$ cat src/rtl/ecc_pkg.sv
// Package: shared widths, phase and class encodings, and register offsets
// for the page ECC engine. Assumes a bus of 2**BIT_W bits.
package ecc_pkg;
    localparam int ECC_WADDR_W = 12;
    localparam int ECC_BIT_W   = 4;

    typedef enum logic [1:0] {
        PH_DATA = 2'd0,
        PH_CODE = 2'd1,
        PH_DONE = 2'd2
    } phase_t;

    typedef enum logic [1:0] {
        CL_NONE  = 2'd0,
        CL_DATA  = 2'd1,
        CL_CODE  = 2'd2,
        CL_MULTI = 2'd3
    } class_t;

    localparam logic [2:0] RA_CTRL = 3'd0;
    localparam logic [2:0] RA_MODE = 3'd1;
    localparam logic [2:0] RA_STAT = 3'd2;
    localparam logic [2:0] RA_PAR  = 3'd3;
    localparam logic [2:0] RA_INV  = 3'd4;
endpackage

$ cat src/rtl/ecc_word_parity.sv
// Module: ecc_word_parity
// Purpose: computes, for one bus word, the XOR of the position indices
//   {word_addr, bit} of all set bits, and the XOR of their complements.
// Assumes: BUS_W == 2**BIT_W; in narrow mode the upper half of the bus is
//   ignored, so bit offsets stay below BUS_W/2.
module ecc_word_parity #(
    parameter int WADDR_W = 12,
    parameter int BIT_W   = 4,
    localparam int BUS_W  = 1 << BIT_W,
    localparam int IDX_W  = WADDR_W + BIT_W
) (
    input  logic [WADDR_W-1:0] word_addr,
    input  logic [BUS_W-1:0]   data,
    input  logic               wide,
    output logic [IDX_W-1:0]   p_contrib,
    output logic [IDX_W-1:0]   n_contrib
);
    localparam int HALF = BUS_W / 2;

    logic [BUS_W-1:0] dm;
    logic             odd;
    logic [BIT_W-1:0] lo;

    // Mask off the unused half of the bus in 8-bit mode.
    assign dm  = wide ? data : {{HALF{1'b0}}, data[HALF-1:0]};
    assign odd = ^dm;

    // Low index bits: parity of the set bits whose offset has that bit set.
    always_comb begin
        for (int i = 0; i < BIT_W; i++) begin
            lo[i] = 1'b0;
            for (int b = 0; b < BUS_W; b++) begin
                if (b[i]) lo[i] = lo[i] ^ dm[b];
            end
        end
    end

    // High index bits repeat the word address once per set bit: odd count keeps it.
    assign p_contrib = {word_addr & {WADDR_W{odd}}, lo};
    assign n_contrib = p_contrib ^ {IDX_W{odd}};
endmodule

$ cat src/rtl/ecc_page_seq.sv
// Module: ecc_page_seq
// Purpose: counts data words up to the selected page length, then the code
//   words, then holds in the done phase until a clear.
// Assumes: the mode does not change in the middle of a page.
module ecc_page_seq
    import ecc_pkg::*;
#(
    parameter int WADDR_W    = 12,
    parameter int BASE_BYTES = 512
) (
    input  logic               clk,
    input  logic               rst_n,
    input  logic               clr,
    input  logic               dvalid,
    input  logic               wide,
    input  logic [1:0]         size,
    output phase_t             phase,
    output logic [WADDR_W-1:0] word_idx,
    output logic [1:0]         code_idx,
    output logic               data_step,
    output logic               code_step,
    output logic               code_last
);
    logic [WADDR_W:0]   span;
    logic [WADDR_W:0]   span_m1;
    logic [WADDR_W-1:0] last_word;
    logic [1:0]         last_code;

    // Number of bus words in the data page for this size and width.
    assign span      = ((WADDR_W+1)'(BASE_BYTES) << size) >> wide;
    assign span_m1   = span - (WADDR_W+1)'(1);
    assign last_word = span_m1[WADDR_W-1:0];
    assign last_code = wide ? 2'd1 : 2'd3;

    assign data_step = (phase == PH_DATA) && dvalid;
    assign code_step = (phase == PH_CODE) && dvalid;
    assign code_last = code_step && (code_idx == last_code);

    // Phase and counter update.
    always_ff @(posedge clk) begin
        if (!rst_n || clr) begin
            phase    <= PH_DATA;
            word_idx <= '0;
            code_idx <= '0;
        end else begin
            case (phase)
                PH_DATA: if (dvalid) begin
                    if (word_idx == last_word) phase <= PH_CODE;
                    else word_idx <= word_idx + WADDR_W'(1);
                end
                PH_CODE: if (dvalid) begin
                    if (code_idx == last_code) phase <= PH_DONE;
                    else code_idx <= code_idx + 2'd1;
                end
                default: phase <= PH_DONE;
            endcase
        end
    end

    // the data cycle carrying the last word moves the engine to code capture.
    p_enter_code_r1: assert property (@(posedge clk) disable iff (!rst_n)
        (data_step && word_idx == last_word && !clr) |=> (phase == PH_CODE));

    // the done phase is left only through a clear.
    p_stay_done_r9: assert property (@(posedge clk) disable iff (!rst_n)
        (phase == PH_DONE && !clr) |=> (phase == PH_DONE));
endmodule

$ cat src/rtl/ecc_syndrome_class.sv
// Module: ecc_syndrome_class
// Purpose: sorts a parity/inverse-parity syndrome into none, data error,
//   code error or multiple error.
// Assumes: the syndrome is the XOR of the computed and stored codes.
module ecc_syndrome_class
    import ecc_pkg::*;
#(
    parameter int IDX_W = 16
) (
    input  logic [IDX_W-1:0] syn_p,
    input  logic [IDX_W-1:0] syn_n,
    output class_t           cls
);
    localparam int SYN_W = 2 * IDX_W;

    logic [SYN_W-1:0] syn;
    assign syn = {syn_n, syn_p};

    // Priority: zero, single set bit, complementary halves, anything else.
    always_comb begin
        if (syn == '0)                            cls = CL_NONE;
        else if ((syn & (syn - SYN_W'(1))) == '0) cls = CL_CODE;
        else if (syn_p == ~syn_n)                 cls = CL_DATA;
        else                                      cls = CL_MULTI;
    end
endmodule

$ cat src/rtl/ecc_page_engine.sv
// Module: ecc_page_engine (top)
// Purpose: accumulates the page code over the data cycles, captures the
//   stored code that follows, classifies the syndrome and exposes the results
//   through a small register port.
// Assumes: software clears the engine after programming the mode and before
//   the first data cycle of a page; command and address cycles are presented
//   with bus_valid low.
module ecc_page_engine
    import ecc_pkg::*;
#(
    parameter int WADDR_W    = ECC_WADDR_W,
    parameter int BIT_W      = ECC_BIT_W,
    parameter int BASE_BYTES = 512,
    localparam int BUS_W     = 1 << BIT_W,
    localparam int IDX_W     = WADDR_W + BIT_W,
    localparam int REG_W     = IDX_W
) (
    input  logic             clk,
    input  logic             rst_n,
    input  logic             bus_valid,
    input  logic [BUS_W-1:0] bus_data,
    input  logic             reg_we,
    input  logic [2:0]       reg_addr,
    input  logic [REG_W-1:0] reg_wdata,
    output logic [REG_W-1:0] reg_rdata
);
    localparam int HALF   = BUS_W / 2;
    localparam int CODE_W = 2 * IDX_W;

    logic [1:0]         mode_size;
    logic               mode_wide;
    logic [IDX_W-1:0]   par_q, inv_q;
    logic [CODE_W-1:0]  code_q, code_nx;
    logic               err_any, err_code, err_multi, done;
    logic               clr, unused_wdata;
    phase_t             phase;
    logic [WADDR_W-1:0] word_idx;
    logic [1:0]         code_idx;
    logic               data_step, code_step, code_last;
    logic [IDX_W-1:0]   p_contrib, n_contrib, syn_p, syn_n;
    class_t             cls;

    assign clr          = reg_we && (reg_addr == RA_CTRL) && reg_wdata[0];
    assign unused_wdata = ^{reg_wdata[REG_W-1:5], reg_wdata[3:2]};

    ecc_page_seq #(.WADDR_W(WADDR_W), .BASE_BYTES(BASE_BYTES)) u_seq (
        .clk(clk), .rst_n(rst_n), .clr(clr), .dvalid(bus_valid),
        .wide(mode_wide), .size(mode_size), .phase(phase),
        .word_idx(word_idx), .code_idx(code_idx), .data_step(data_step),
        .code_step(code_step), .code_last(code_last)
    );

    ecc_word_parity #(.WADDR_W(WADDR_W), .BIT_W(BIT_W)) u_par (
        .word_addr(word_idx), .data(bus_data), .wide(mode_wide),
        .p_contrib(p_contrib), .n_contrib(n_contrib)
    );

    // Merge the incoming code word into the captured code.
    always_comb begin
        code_nx = code_q;
        if (mode_wide) begin
            if (code_idx[0]) code_nx[CODE_W-1:IDX_W] = bus_data;
            else             code_nx[IDX_W-1:0]      = bus_data;
        end else begin
            case (code_idx)
                2'd0:    code_nx[0*HALF +: HALF] = bus_data[HALF-1:0];
                2'd1:    code_nx[1*HALF +: HALF] = bus_data[HALF-1:0];
                2'd2:    code_nx[2*HALF +: HALF] = bus_data[HALF-1:0];
                default: code_nx[3*HALF +: HALF] = bus_data[HALF-1:0];
            endcase
        end
    end

    assign syn_p = par_q ^ code_nx[IDX_W-1:0];
    assign syn_n = inv_q ^ code_nx[CODE_W-1:IDX_W];

    ecc_syndrome_class #(.IDX_W(IDX_W)) u_cls (
        .syn_p(syn_p), .syn_n(syn_n), .cls(cls)
    );

    // Mode register: page size and bus width.
    always_ff @(posedge clk) begin
        if (!rst_n) begin
            mode_size <= 2'd0;
            mode_wide <= 1'b0;
        end else if (reg_we && reg_addr == RA_MODE) begin
            mode_size <= reg_wdata[1:0];
            mode_wide <= reg_wdata[4];
        end
    end

    // Accumulators, code capture and result flags.
    always_ff @(posedge clk) begin
        if (!rst_n || clr) begin
            par_q     <= '0;
            inv_q     <= '0;
            code_q    <= '0;
            err_any   <= 1'b0;
            err_code  <= 1'b0;
            err_multi <= 1'b0;
            done      <= 1'b0;
        end else if (data_step) begin
            par_q <= par_q ^ p_contrib;
            inv_q <= inv_q ^ n_contrib;
        end else if (code_step) begin
            code_q <= code_nx;
            if (code_last) begin
                par_q     <= syn_p;
                inv_q     <= syn_n;
                err_any   <= (cls != CL_NONE);
                err_code  <= (cls == CL_CODE);
                err_multi <= (cls == CL_MULTI);
                done      <= 1'b1;
            end
        end
    end

    // Register read multiplexer.
    always_comb begin
        case (reg_addr)
            RA_MODE: reg_rdata = {{(REG_W-5){1'b0}}, mode_wide, 2'b00, mode_size};
            RA_STAT: reg_rdata = {{(REG_W-4){1'b0}}, done, err_multi, err_code, err_any};
            RA_PAR:  reg_rdata = par_q;
            RA_INV:  reg_rdata = inv_q;
            default: reg_rdata = '0;
        endcase
    end

    // a clear empties the results on the next cycle.
    p_clear_r8: assert property (@(posedge clk) disable iff (!rst_n)
        clr |=> (par_q == '0 && inv_q == '0 && !done && !err_any));

    // done follows the last code word by one cycle.
    p_done_r9: assert property (@(posedge clk) disable iff (!rst_n)
        (code_last && !clr) |=> done);

    // results are frozen once the check is complete.
    p_hold_r9: assert property (@(posedge clk) disable iff (!rst_n)
        (done && !clr) |=> ($stable(par_q) && $stable(inv_q) && $stable(err_any)));

    // cycles without bus_valid leave the accumulators alone.
    p_idle_r2: assert property (@(posedge clk) disable iff (!rst_n)
        (!bus_valid && !clr) |=> ($stable(par_q) && $stable(inv_q)));

    // before done no flag is raised; after done, any-error matches a nonzero syndrome.
    p_flags_r4: assert property (@(posedge clk) disable iff (!rst_n)
        err_any == (done && (par_q != '0 || inv_q != '0)));

    // a code error leaves exactly one syndrome bit set.
    p_code_r6: assert property (@(posedge clk) disable iff (!rst_n)
        (done && err_code) |-> ($countones({inv_q, par_q}) == 1));

    // a data error leaves complementary syndrome halves.
    p_data_r5: assert property (@(posedge clk) disable iff (!rst_n)
        (done && err_any && !err_code && !err_multi) |-> (par_q == ~inv_q));
endmodule

$ cat config.mk
export PLATFORM = sky130hd
export DESIGN_NAME = ecc_page_engine
export DESIGN_NICKNAME = d
export VERILOG_FILES = /design/src/rtl/ecc_pkg.sv /design/src/rtl/ecc_word_parity.sv /design/src/rtl/ecc_page_seq.sv /design/src/rtl/ecc_syndrome_class.sv /design/src/rtl/ecc_page_engine.sv
export SDC_FILE = /design/constraint.sdc
export NUM_CORES = 1
export LEC_CHECK = 0
export ABC_AREA = 1
export BUFFER_PORTS_ARGS = -buffer_cell sky130_fd_sc_hd__buf_2
export CELL_PAD_IN_SITES_DETAIL_PLACEMENT = 1
export CELL_PAD_IN_SITES_GLOBAL_PLACEMENT = 1
export CORE_MARGIN = 2
export CORE_UTILIZATION = 39
export DETAILED_ROUTE_END_ITERATION = 6
export GPL_ROUTABILITY_DRIVEN = 0
export GPL_TIMING_DRIVEN = 0
export PLACE_DENSITY_LB_ADDON = 0.1
export SKIP_CTS_REPAIR_TIMING = 1
export SLEW_MARGIN = 15
export SYNTH_ARGS = -nofsm -noshare
export SYNTH_HDL_FRONTEND = slang
export SYNTH_SLANG_ARGS = --single-unit
$ cat constraint.sdc
create_clock -name clk -period 2.55 [get_ports clk]
set_input_delay 0.255 -clock clk [delete_from_list [all_inputs] [get_ports clk]]
set_output_delay 0.255 -clock clk [all_outputs]
set_load 0.01 [all_outputs]
Word-level counts from Yosys, hierarchy flattened --
Cells that the tools add are included.
Word-level totals: register bits after elaboration 87, bits in latches 0, memory bits (writable) 0, memory bits (read-only) 0, input port bits 39, output and inout port bits 16, memories kept 0
Operators by class: add/sub/neg operators 4, multipliers 0, divide/modulo/power cells 0, order comparisons 0, eq/ne operators 16, shifts and indexed selects 2, muxes and demuxes 24, bitwise operators 39, reduce and logical (&&, ||, !) cells 24
Operators by type and width (number):
- two-way mux 16 bit | 9
- bitwise XOR 16 bit | 5
- logical NOT 32 bit | 2
- one-hot mux 16 bit (4 select lines) | 1
- AND 32 bit | 1
- two-way mux 32 bit | 1
- two-way mux 8 bit | 4
- subtractor 32 x 1 -> 32 bit, second input constant | 1
- bitwise XOR 1 bit | 28
- equality test 16 bit | 1
- two-way mux 2 bit | 8
- inverter 16 bit | 1
- parity 16 bit | 1
- left shift 10 x 2 -> 13 bit, first input constant | 1
- >> shifter 13 x 1 -> 12 bit | 1
- adder 12 x 1 -> 12 bit, second input constant | 1
- AND 12 bit | 1
- equality test 12 bit | 1
- subtractor 12 x 1 -> 12 bit, second input constant | 1
- AND reduction 3 bit | 3
- inequality test 2 bit, second input constant | 4
- equality test 2 bit, second input constant | 3
- equality test 3 x 2 -> 1 bit, second input constant | 2
- logical AND 1 bit | 6
- 15 further kinds | 22

Logic depth before layout (Yosys ltp) --
Gate-level depths: netlist of the first run.
depth in word-level cells 11, depth in mapped cells 24

Cells and area by module --
A second synthesis of the first run with hierarchy kept.
Unflattened totals: cell total of the unflattened synthesis 1406, area total of the unflattened synthesis 8244.2 µm²
Modules (own cells, without submodules):
- ecc_page_engine | instances 1, cells each 820, area an instance 5148.7 µm²
- ecc_word_parity | instances 1, cells each 204, area an instance 1092.3 µm²
- ecc_page_seq | instances 1, cells each 163, area an instance 1039.7 µm²
- ecc_syndrome_class | instances 1, cells each 219, area an instance 963.4 µm²

Worst setup path before layout of the first run --
Ideal clock, no wire load.
kind reg2reg, from reg u_seq.code_idx[0], to reg err_multi, data arrival time 2.404 ns, data required time 2.418 ns, setup slack 0.014 ns, cell stages (with the launch flop) 24, period minus slack after synthesis 2.536 ns, path through dfxtp_1 > buf_6 > inv_6 > buf_6 > ha_1 > buf_4 > inv_2 > nand2_1 > nand3_1 > nand2_1 > nand2_1 > nand2_1 > nor2_1 > nand2_1 > nor2_2 > nand3_1 > nand2_1 > nand2_1 > nor2_1 > nand2_1 > nor2_2 > nand2_1 > nand2_1 > a21oi_1
On the way: longest elaborated chain between the ends 11
Ends and longest elaborated chain:
- start, declared | line ecc_page_seq.sv:19 | output logic [1:0] code_idx,
- start signal, assigned | line ecc_page_seq.sv:53 | else code_idx <= code_idx + 2'd1;
- equality test 2 bit (tied with other cells) | line ecc_page_engine.sv:65 | case (code_idx)
- OR reduction 3 bit (no source line)
- two-way mux 8 bit | line ecc_page_engine.sv:65
- two-way mux 32 bit | line ecc_page_engine.sv:61 | if (mode_wide) begin
- bitwise XOR 16 bit | line ecc_page_engine.sv:75 | assign syn_n = inv_q ^ code_nx[CODE_W-1:IDX_W];
- subtractor 32 x 1 -> 32 bit / inverter 16 bit (equally long branches) | line ecc_syndrome_class.sv:22, ecc_syndrome_class.sv:23
- AND 32 bit / equality test 16 bit (equally long branches) | line ecc_syndrome_class.sv:22, ecc_syndrome_class.sv:23
- logical NOT 32 bit / two-way mux 2 bit (equally long branches) | line ecc_syndrome_class.sv:22, ecc_syndrome_class.sv:23
- two-way mux 2 bit | line ecc_syndrome_class.sv:22 | else if ((syn & (syn - SYN_W'(1))) == '0) cls = CL_CODE;
- two-way mux 2 bit | line ecc_syndrome_class.sv:21 | if (syn == '0) cls = CL_NONE;
- equality test 2 bit | line ecc_page_engine.sv:112 | err_multi <= (cls == CL_MULTI);
- end signal, assigned | line ecc_page_engine.sv:112
- end, declared | line ecc_page_engine.sv:34 | logic err_any, err_code, err_multi, done;
Parallel ways exist; a longest one is shown, timed or not. A chain may end at the register's enable or synchronous reset.

Worst setup path in the final report of the first run --
from reg u_seq.code_idx[1], to reg err_multi
Same word-level chain as after synthesis.

==> results of run 1 <==
-- kinds of logic after synthesis --
logic type / share of synthesized area [%]
flip-flops: 23.1
AO/OA/AOI/OAI: 16.2
AND/OR/NAND/NOR: 43.2
XOR/XNOR: 6.36
buffers and inverters: 10.2
adder cells (fa/ha/maj): 0.994
-- final timing paths --
path / start / endpoint / slack (ns) / cells past startpoint
max reg2reg: u_seq.code_idx[1] / err_multi / -0.40 / 21
min: rst_n / mode_size[0] / 0.16 / 3
max: u_seq.code_idx[1] / err_multi / -0.40 / 21
min reg2reg: err_code / err_code / 0.48 / 2
-- stage by stage --
step | total power [mW] | hold WS [ns] | utilization [%] | TNS [ns] | setup WS [ns]
2_1_floorplan | 2.63 | 0.393 | - | 0 | 0.0143
3_3_place_gp | 3.16 | 0.459 | 42.7 | -20.60 | -0.812
3_5_place_dp | 3.19 | 0.470 | 42.7 | -23.20 | -0.921
4_1_cts | 4.73 | 0.161 | 44.4 | -24.14 | -0.945
5_1_grt | 5.31 | 0.190 | 50.8 | -3.14 | -0.642
6_report | 5.11 | 0.160 | 50.8 | -1.26 | -0.398
-- routing by layer --
| metal | global-route usage [%] | vias to the layer above | wire (um) |
|---|---|---|---|
| met4 | 18.1 | 0 | 2210 |
| met3 | 5.70 | 122 | 2630 |
| li1 | - | 4352 | - |
| met1 | 46.4 | 4702 | 15700 |
| met2 | 56.3 | 440 | 16900 |
| met5 | 0 | - | 0 |
-- area by class of cell --
class | count | area, sq um | area share [%]
Multi-Input combinational cell | 1029 | 5880 | 61.4
Sequential cell | 87 | 1750 | 18.3
Timing Repair Buffer | 69 | 448 | 4.68
Buffer | 60 | 428 | 4.47
Inverter | 98 | 417 | 4.36
Tap cell | 260 | 325 | 3.40
Clock buffer | 12 | 246 | 2.58
Clock inverter | 4 | 77.6 | 0.811
-- Yosys cell counts, types with 2 or more instances --
cell type | count | share of area [%]
nand2_1 | 436 | 22
nand3_1 | 157 | 10
inv_1 | 92 | 4.6
a21oi_1 | 87 | 5.8
dfxtp_1 | 87 | 23
o21ai_0 | 83 | 5.5
nor2_1 | 76 | 3.8
xnor2_1 | 29 | 3.4
clkbuf_1 | 24 | 1.2
o211ai_1 | 23 | 2.3
nand2_2 | 22 | 1.8
xor2_1 | 19 | 2.2
nor3_1 | 18 | 1.2
nand3_2 | 17 | 2.3
o22ai_1 | 16 | 1.3
buf_2 | 12 | 0.80
buf_6 | 11 | 1.6
buf_4 | 10 | 0.99
nor2_2 | 9 | 0.75
ha_1 | 6 | 0.99
nand4_1 | 5 | 0.41
a31oi_1 | 4 | 0.33
nor4_1 | 4 | 0.33
a22oi_1 | 2 | 0.20
buf_8 | 2 | 0.40
inv_2 | 2 | 0.099
nand2_4 | 2 | 0.30
nand3b_1 | 2 | 0.20
o21ai_1 | 2 | 0.13
o21bai_1 | 2 | 0.20
-- flip-flops by register name (all words and copies together) (netlist names) --
signal,cells
u_seq.code_idx,2
u_seq.phase,2
inv_q,16
mode_wide,1
err_any,1
done,1
err_multi,1
par_q,16
code_q,32
err_code,1
u_seq.word_idx,12
mode_size,2
-- report_power, final --
part | internal, mW | total, mW | switching [mW]
Sequential | 1.41 | 1.49 | 0.0800
Combinational | 0.662 | 2.05 | 1.39
Clock | 0.895 | 1.57 | 0.673
Total | 2.97 | 5.11 | 2.14
-- cells in the final DEF, fill, tap and decap left out, types with 15 or more instances in the layout --
master / netlist / layout
a21oi_1: 87 / 87
buf_2: 12 / 43
buf_4: 10 / 44
clkbuf_1: 24 / 25
dfxtp_1: 87 / 85
inv_1: 92 / 87
nand2_1: 436 / 363
nand2_2: 22 / 62
nand2_4: 2 / 34
nand3_1: 157 / 132
nand3_2: 17 / 30
nor2_1: 76 / 48
nor2_2: 9 / 19
nor2_4: 0 / 18
nor3_1: 18 / 15
o211ai_1: 23 / 23
o21ai_0: 83 / 81
o22ai_1: 16 / 16
xnor2_1: 29 / 27
xor2_1: 19 / 16
-- worst register-to-register path: stages (launching register included) --
cell and delay (ns):
dfxtp_2 0.36, inv_1 0.08, ha_1 0.16, buf_6 0.15
clkinvlp_4 0.22, nand2_1 0.15, nand3_2 0.12, nand2_2 0.16
nand2_1 0.11, nand2_4 0.12, nand2_2 0.12, nor2_4 0.12
nand2_1 0.10, nor2_2 0.13, buf_4 0.12, o21ai_1 0.05
nor2_1 0.12, nand2_1 0.09, nor2_1 0.14, nand2_1 0.07
nand2_1 0.06, a21oi_1 0.05
==> metrics.yaml, run 1 <==
critPathTopFamily: "simple AND/OR/NAND/NOR gates"
avgSynthCellArea_sq_um: 5.93
path_buf_inv: 4
async_flop_share_pct: 0
synth_seq_area_share_pct: 23.1
path_clk_slew_ns: 0.08
track_usage_pct: 35.4
grt_max_degree: 15
synth-seq-cells: 87
clk_latency_ns: 0.37
finalNonFillerCells: 1619
clock_sinks: 87
wl_per_cell_um: 23.1
fin_crit_sh_pct: 116
grt_antenna_before_repair: 0
viasPerCell: 5.94
clock_path_buffers: 2
hp-class: "input port to flip-flop"
worst_setup_path_start_kind: "flip-flop"
worstSetupPathType: "flip-flop to flip-flop"
maxCapViolations: 0
setup_slack_ns: -0.398
fillers: 2583
grt_pass1_vias: 9032
dpl_cell_area_sq_um: 8040
slew_violations: 0
port_buffers: 33
dieArea_sq_um: 20500
stdcell_area_sq_um: 9560
die_w_um: 143
yosysWarnings: 0
crit_path_max_fanout: 9
placed_cells: 1567
syn_area_sq_um: 7550
cts-buffers-inserted: 9
syn_to_final_growth_pct: 26.7
io_pins: 55
rsz0062_at_grt: "true"
outcome: "complete, but fails checks"
fin_skew_ns: 0.00875
synth_cell_types: 43
ant_nets: 0
dr.pass1.iters: 5
crit_top_cell: "nand2_1"
max_slew.worst_pin.slew_ns: 1.04
relSlewSlack_pct: 29.9
wl_um: 37400
num_antenna_cells: 0
start_util_pct: 40.1
required_ns: 2.78
fp.coreArea_sq_um: 18800
fmax_ghz: 0.339
drt_iter0_markers: 870
hold_viol: 0
cts_htree_levels: 3
syn_nets: 1319
cp_slowest_cell: "dfxtp_2"
failed_checks: "setup timing"
peakVddDrop_uv: 363
drive_above_1_share_pct: 23.9
vias: 9616
crit_path_max_incr_delay_ns: 0.36
rows: 50
cp-end-kind: "flip-flop"
grt_pass1_wl_um: 53900
cts_tree: "built"
dieHeight_um: 143
cts_root_buffer: "clkbuf_16"
synth-edff-count: 0
power.density_nw_per_um2: 534
dp_hpwl_um: 28000
setup_viol: 20
p_leak_nw: 3.99
grt-ovfl-total: 0
cp.arrival_ns: 3.18
path_cells: "inv_1, ha_1, buf_6, clkinvlp_4, nand2_1, nand3_2, nand2_2, nand2_1, nand2_4, nand2_2, nor2_4, nand2_1, nor2_2, buf_4, o21ai_1, nor2_1, nand2_1, nor2_1, nand2_1, nand2_1, a21oi_1"
synth_flop_cell: "dfxtp_1"
fin_crit_ns: 2.95
nets: 1399
drc_errors: 0
synth_cells: 1274
No activity file was read; power rests on OpenSTA's default activity.
==> run 2, diff against run 1 <==
==> constraint.sdc (replaced) <==
create_clock -name clk -period 2.5 [get_ports clk]
set_input_delay 0.25 -clock clk [delete_from_list [all_inputs] [get_ports clk]]
set_output_delay 0.25 -clock clk [all_outputs]
set_load 0.01 [all_outputs]
==> run 2 against run 1 <==
Compared with the run above:
- the flow still finishes with violations (setup timing)
- first-iteration DRC count shrank 0.92%
- design area shrank 2.0%
- sequential power is essentially flat
- critical path type unchanged
- largest cell class unchanged
==> metrics.yaml, run 2 (synthesis gave the netlist of run 1 again) <==
fmax_ghz: 0.333  # -1.8%
max_slew.worst_pin.slew_ns: 1.05  # +0.00857 ns
drive_above_1_share_pct: 23.0  # -0.87 points
relSlewSlack_pct: 29.3  # -0.58 points
cts_root_buffer: "clkbuf_16"
required_ns: 2.73  # -0.05 ns
r2r_setup_slack_ns: -0.50  # -0.10 ns
reg2reg_from: "u_seq.code_idx[0]"
crit_path_max_incr_delay_ns: 0.33  # -0.03 ns
fin_crit_sh_pct: 120  # +4.5 points
path_buf_inv: 5  # +1
ant_nets: 0  # unchanged
path_clk_slew_ns: 0.08  # about the same
num_antenna_cells: 0  # unchanged
rows: 50  # unchanged
dieArea_sq_um: 20500  # unchanged
outcome: "complete, but fails checks"
io_pins: 55  # unchanged
fp.coreArea_sq_um: 18800  # unchanged
worstSetupPathType: "flip-flop to flip-flop"
setup_viol: 25  # +25%
reg2reg_depth: 24  # +14%
grt_pass1_vias: 9147  # +1.3%
cts_tree: "built"
crit_top_cell: "nand2_2"
place_ws_ns: -0.909  # +0.0124 ns
syn_to_final_growth_pct: 24.2
die_w_um: 143  # unchanged
grt_max_degree: 16  # +1
setup_slack_ns: -0.502  # -0.104 ns
dr.pass1.iters: 5  # unchanged
p_leak_nw: 3.94  # -1.3%
fin_crit_ns: 3.00  # +0.0539 ns
hold_path_end: "mode_size[1]"
cp-end-kind: "flip-flop"
hold_depth: 3  # unchanged
rsz0062_at_grt: "true"
port_buffers: 33  # unchanged
mostFrequentLayoutCell: "nand2_1"
power.density_nw_per_um2: 546  # +2.2%
drt_iter0_markers: 862  # -0.92%
vias: 9481  # -1.4%
largest_reg_flops: 32  # unchanged
dp_hpwl_um: 28200  # +0.78%
track_usage_pct: 35.8  # +0.37 points
clock_path_buffers: 2  # unchanged
regMostFlops: "code_q"
slew_violations: 0  # unchanged
peakVddDrop_uv: 338  # -6.8%
cp_slowest_cell: "dfxtp_2"
nets: 1394  # -0.36%
crit_path_max_fanout: 9  # unchanged
dieHeight_um: 143  # unchanged
clk_latency_ns: 0.36  # about the same
total_power_mw: 5.12  # +0.23%
maxCapViolations: 0  # unchanged
grt_antenna_before_repair: 0  # unchanged
critPathTopFamily: "simple AND/OR/NAND/NOR gates"
failed_checks: "setup timing"
final_cell_mix: "nand2_1, nand3_1, inv_1"
grt-ovfl-total: 0  # unchanged
cts_htree_levels: 3  # unchanged
worst_setup_path_start_kind: "flip-flop"
hold_viol: 0  # unchanged
start_util_pct: 40.1  # unchanged
grt_pass1_wl_um: 54200  # +0.56%
viasPerCell: 5.87  # -1.1%
wl_per_cell_um: 23.2  # +0.69%
cp.arrival_ns: 3.23  # +0.05 ns
drc_errors: 0  # unchanged
path_cells: "buf_6, clkinv_8, buf_12, ha_4, buf_6, inv_4, nand2_1, nand3_2, nand2_2, nand2_1, nand2_4, nand2_2, nor2_4, nand2_2, nor2_4, nand2_1, nand2_1, nand2_1, nor2_2, nand2_2, nor2_4, nand2_2, nand2_2, a21oi_2"
largestRegisters: "code_q: 32 flops, inv_q: 16 flops, par_q: 16 flops"
fin_skew_ns: 0.00967  # +0.000922 ns
r2r-end: "err_multi"
clock_sinks: 87  # unchanged
wl_um: 37500  # +0.38%
cts-buffers-inserted: 9  # unchanged
hp-start: "rst_n"
hp-class: "input port to flip-flop"
run 2: changes by cell type in the layout (fill, tap and decap cells not counted), moves of 3 or more:
cell / previous run / this run
buf_4: 44 / 35
buf_6: 11 / 14
buf_8: 5 / 2
nand2_1: 363 / 366
nand2_2: 62 / 67
nand2_4: 34 / 27
nand3_2: 30 / 39
nand3_4: 12 / 5
nor2_1: 48 / 52
nor2_2: 19 / 16
xor2_1: 16 / 19
run 2: worst max-delay path by stage:
stage,start,slack (ns),endpoint,cells past startpoint
2_1_floorplan,u_seq.code_idx[0],0.003,err_multi,23
3_3_place_gp,u_seq.code_idx[0],-0.84,err_multi,24
3_5_place_dp,u_seq.code_idx[0],-0.91,err_multi,24
4_1_cts,u_seq.code_idx[0],-0.92,err_multi,24
5_1_grt,u_seq.code_idx[1],-0.63,err_multi,20
6_report,u_seq.code_idx[0],-0.50,err_multi,24
run 2: area by class of cell:
class / instances / area [sq um]
Fill cell: 2546 / 9460
Multi-Input combinational cell: 1029 / 5730
Buffer: 60 / 420
Sequential cell: 87 / 1750
Timing Repair Buffer: 64 / 415
Clock buffer: 10 / 239
Tap cell: 260 / 325
Clock inverter: 6 / 90.1
Inverter: 98 / 410
run 2: worst min-delay path, stage by stage:
cell and delay [ns]:
buf_2 0.11, o21ai_0 0.07, a21oi_1 0.04
run 2: where the power goes:
group          internal, mW  switching (mW)  leakage (nW)
Sequential             1.44          0.0793         0.708
Combinational         0.632            1.37          3.07
Clock                 0.912           0.687         0.159
run 2: stage by stage:
step | utilization, % | instances | hold WS, ns | TNS (ns) | area, sq um
after global routing | 49.8 | 1614 | 0.189 | -9.86 | 9380
after detailed placement | 42.9 | 1567 | 0.464 | -25.19 | 8070
final | 49.8 | 1614 | 0.162 | -4.59 | 9380
after global placement | 42.9 | 1567 | 0.459 | -22.91 | 8070
after floorplan | - | 1274 | 0.388 | 0 | 7580
after CTS | 44.6 | 1583 | 0.163 | -25.99 | 8400
run 2: routing by layer:
layer / share of wire, % / global-route usage, % / up-vias
met5: 0 / 0 / -
met4: 5.5 / 18.8 / 0
met3: 7.5 / 5.80 / 107
met2: 46 / 57.2 / 445
met1: 41 / 46.4 / 4584
li1: - / - / 4345
==> run 3, diff against run 2 <==
--- a/config.mk
+++ b/config.mk
@@ -11,11 +11,13 @@
 export CELL_PAD_IN_SITES_GLOBAL_PLACEMENT = 1
 export CORE_MARGIN = 2
 export CORE_UTILIZATION = 39
+export CTS_BUF_LIST = sky130_fd_sc_hd__clkbuf_16
 export DETAILED_ROUTE_END_ITERATION = 6
 export GPL_ROUTABILITY_DRIVEN = 0
 export GPL_TIMING_DRIVEN = 0
 export PLACE_DENSITY_LB_ADDON = 0.1
 export SKIP_CTS_REPAIR_TIMING = 1
+export SKIP_LAST_GASP = 1
 export SLEW_MARGIN = 15
 export SYNTH_ARGS = -nofsm -noshare
 export SYNTH_HDL_FRONTEND = slang
==> run 3 against run 2 <==
Compared with the run above:
- the flow still finishes with violations (setup timing)
- worst hold slack lost 0.0014 ns
- clock-buffer cell count decreased by 1
- sequential cell count is the same
- sequential power barely moved
- utilization up 0.27 points
- final cell count up 0.19%
- total power shrank 0.29%
- non-clock buffer count is 3 higher
- critical endpoint unchanged
- highest routed layer unchanged
==> metrics.yaml, run 3 (synthesis gave the netlist of run 1 again) <==
slew_violations: 0  # unchanged
fin_crit_sh_pct: 119  # -1.2 points
clk_latency_ns: 0.36  # about the same
fp.coreArea_sq_um: 18800  # unchanged
grt_max_degree: 16  # unchanged
hold_viol: 0  # unchanged
fin_skew_ns: 0.00935  # -0.000328 ns
cts_tree: "built"
hp-start: "rst_n"
fin_crit_ns: 2.97  # -0.0300 ns
fmax_ghz: 0.336  # +1.0%
largest_reg_flops: 32  # unchanged
num_antenna_cells: 0  # unchanged
worstSetupPathType: "flip-flop to flip-flop"
p_leak_nw: 3.96  # +0.52%
setup_viol: 29  # +16%
wl_met3_um: 2540  # -9.6%
routed.top_layer: "met4"
grt-ovfl-total: 0  # unchanged
grt_antenna_before_repair: 0  # unchanged
vias: 9499  # +0.19%
viasPerCell: 5.87  # about the same
dr.pass1.iters: 5  # unchanged
wl_per_cell_um: 23.2  # -0.31%
io_pins: 55  # unchanged
dp_hpwl_um: 28200  # unchanged
nets: 1397  # +0.22%
mostFrequentLayoutCell: "nand2_1"
worst_setup_path_start_kind: "flip-flop"
r2r_setup_slack_ns: -0.47  # +0.03 ns
start_util_pct: 40.1  # unchanged
rsz0062_at_grt: "true"
ant_nets: 0  # unchanged
max_slew.worst_pin.slew_ns: 1.06  # +0.00730 ns
peakVddDrop_uv: 337  # -0.19%
cts_root_buffer: "clkbuf_16"
reg2reg_from: "u_seq.code_idx[0]"
hold_depth: 3  # unchanged
syn_to_final_growth_pct: 24.8
cp.arrival_ns: 3.20  # -0.03 ns
maxCapViolations: 0  # unchanged
relSlewSlack_pct: 28.8  # -0.49 points
power.density_nw_per_um2: 542  # -0.83%
dieArea_sq_um: 20500  # unchanged
r2r-end: "err_multi"
final_cell_mix: "nand2_1, nand3_1, inv_1"
total_power_mw: 5.11  # -0.29%
internal_power_mw: 2.96  # -0.91%
dr_wl_met2_um: 16900  # -1.6%
grt_pass1_vias: 9145  # -0.022%
port_buffers: 33  # unchanged
outcome: "complete, but fails checks"
path_clk_slew_ns: 0.08  # about the same
grt_pass1_wl_um: 54300  # about the same
reg2reg_depth: 24  # unchanged
finalNonFillerCells: 1617  # +0.19%
cts-buffers-inserted: 9  # unchanged
dieHeight_um: 143  # unchanged
placed_cells: 1567  # unchanged
wirelength_met1_um: 15800  # +1.9%
failed_checks: "setup timing"
hold_ws_ns: 0.161  # -0.00145 ns
p_sw_share_pct: 42.1  # +0.36 points
crit_path_max_fanout: 8  # -1
drive_above_1_share_pct: 23.1  # +0.096 points
required_ns: 2.73  # about the same
die_w_um: 143  # unchanged
hold_path_end: "mode_size[1]"
wl_um: 37500  # -0.12%
clock_path_buffers: 2  # unchanged
cts_htree_levels: 3  # unchanged
drt_iter0_markers: 828  # -3.9%
cp-end-kind: "flip-flop"
hp-class: "input port to flip-flop"
p_sw_mw: 2.15  # +0.58%
largestRegisters: "code_q: 32 flops, inv_q: 16 flops, par_q: 16 flops"
pwr-share-clk_pct: 30.7  # -0.5 points
p_comb_share_pct: 39.5  # +0.4 points
drc_errors: 0  # unchanged
seqPwrFrac_pct: 29.8  # about the same
regMostFlops: "code_q"
setup_slack_ns: -0.472  # +0.0300 ns
rows: 50  # unchanged
clock_sinks: 87  # unchanged
track_usage_pct: 35.8  # about the same
-- run 3: cell types whose count changed in the layout (fill, tap and decap cells not counted), moves of 2 or more --
cell,change
buf_4,+4
nand3_2,-3
nor2_4,+3
nand3_4,+2
nor2_1,-2
-- run 3: worst max-delay path by stage --
stage	endpoint	slack (ns)	depth (start not counted)	from
CTS	err_multi	-0.92	24	u_seq.code_idx[0]
floorplan	err_multi	0.003	23	u_seq.code_idx[0]
detailed placement	err_multi	-0.91	24	u_seq.code_idx[0]
finish	err_multi	-0.47	24	u_seq.code_idx[0]
global route	err_multi	-0.62	20	u_seq.code_idx[1]
global placement	err_multi	-0.84	24	u_seq.code_idx[0]
-- run 3: layout make-up --
cell class	instances	area, sq um
Fill cell	2541	9400
Multi-Input combinational cell	1029	5760
Sequential cell	87	1740
Timing Repair Buffer	67	447
Buffer	60	420
Inverter	98	413
Tap cell	260	325
Clock buffer	9	225
Clock inverter	7	93.8
-- run 3: power by group through the flow --
stage                     logic, mW  clock network [mW]  registers [mW]
after floorplan                1.17                   0            1.52
after global placement         1.68                   0            1.55
after detailed placement       1.71                   0            1.55
after CTS                      1.72                1.56            1.52
after global routing           2.16                1.61            1.53
final                          2.02                1.57            1.52
-- run 3: per-stage QoR --
stage          setup TNS (ns)  util, %  instance area [sq um]  setup slack [ns]
2_1_floorplan               0        -                   7580           0.00296
3_3_place_gp           -22.91     42.9                   8070            -0.839
3_5_place_dp           -25.19     42.9                   8070            -0.909
6_report                -4.56     50.1                   9430            -0.472
5_1_grt                 -8.69     50.1                   9430            -0.624
4_1_cts                -25.89     44.5                   8390            -0.922
-- run 3: layer usage --
| metal | track usage [%] | up-vias |
|---|---|---|
| met2 | 57.6 | 434 |
| met5 | 0 | - |
| met4 | 18.0 | 0 |
| li1 | - | 4352 |
| met3 | 5.70 | 108 |
| met1 | 46.5 | 4605 |
-- run 3: critical path: stages (launching register included) --
cell and delay, ns:
dfxtp_2 0.33, buf_6 0.13, clkinv_8 0.04, buf_12 0.11, ha_4 0.13, buf_6 0.13, clkinvlp_4 0.22, buf_6 0.20
nand2_4 0.05, nand3_4 0.07, nand2_2 0.09, nand2_2 0.06, nand2_4 0.13, buf_4 0.13, nand4_1 0.08, nor2_1 0.14
nand3_1 0.11, nand2_1 0.07, nand2_1 0.06, nor2_2 0.15, nand2_2 0.11, nor2_4 0.12, nand2_2 0.05, nand2_2 0.05
a21oi_2 0.04
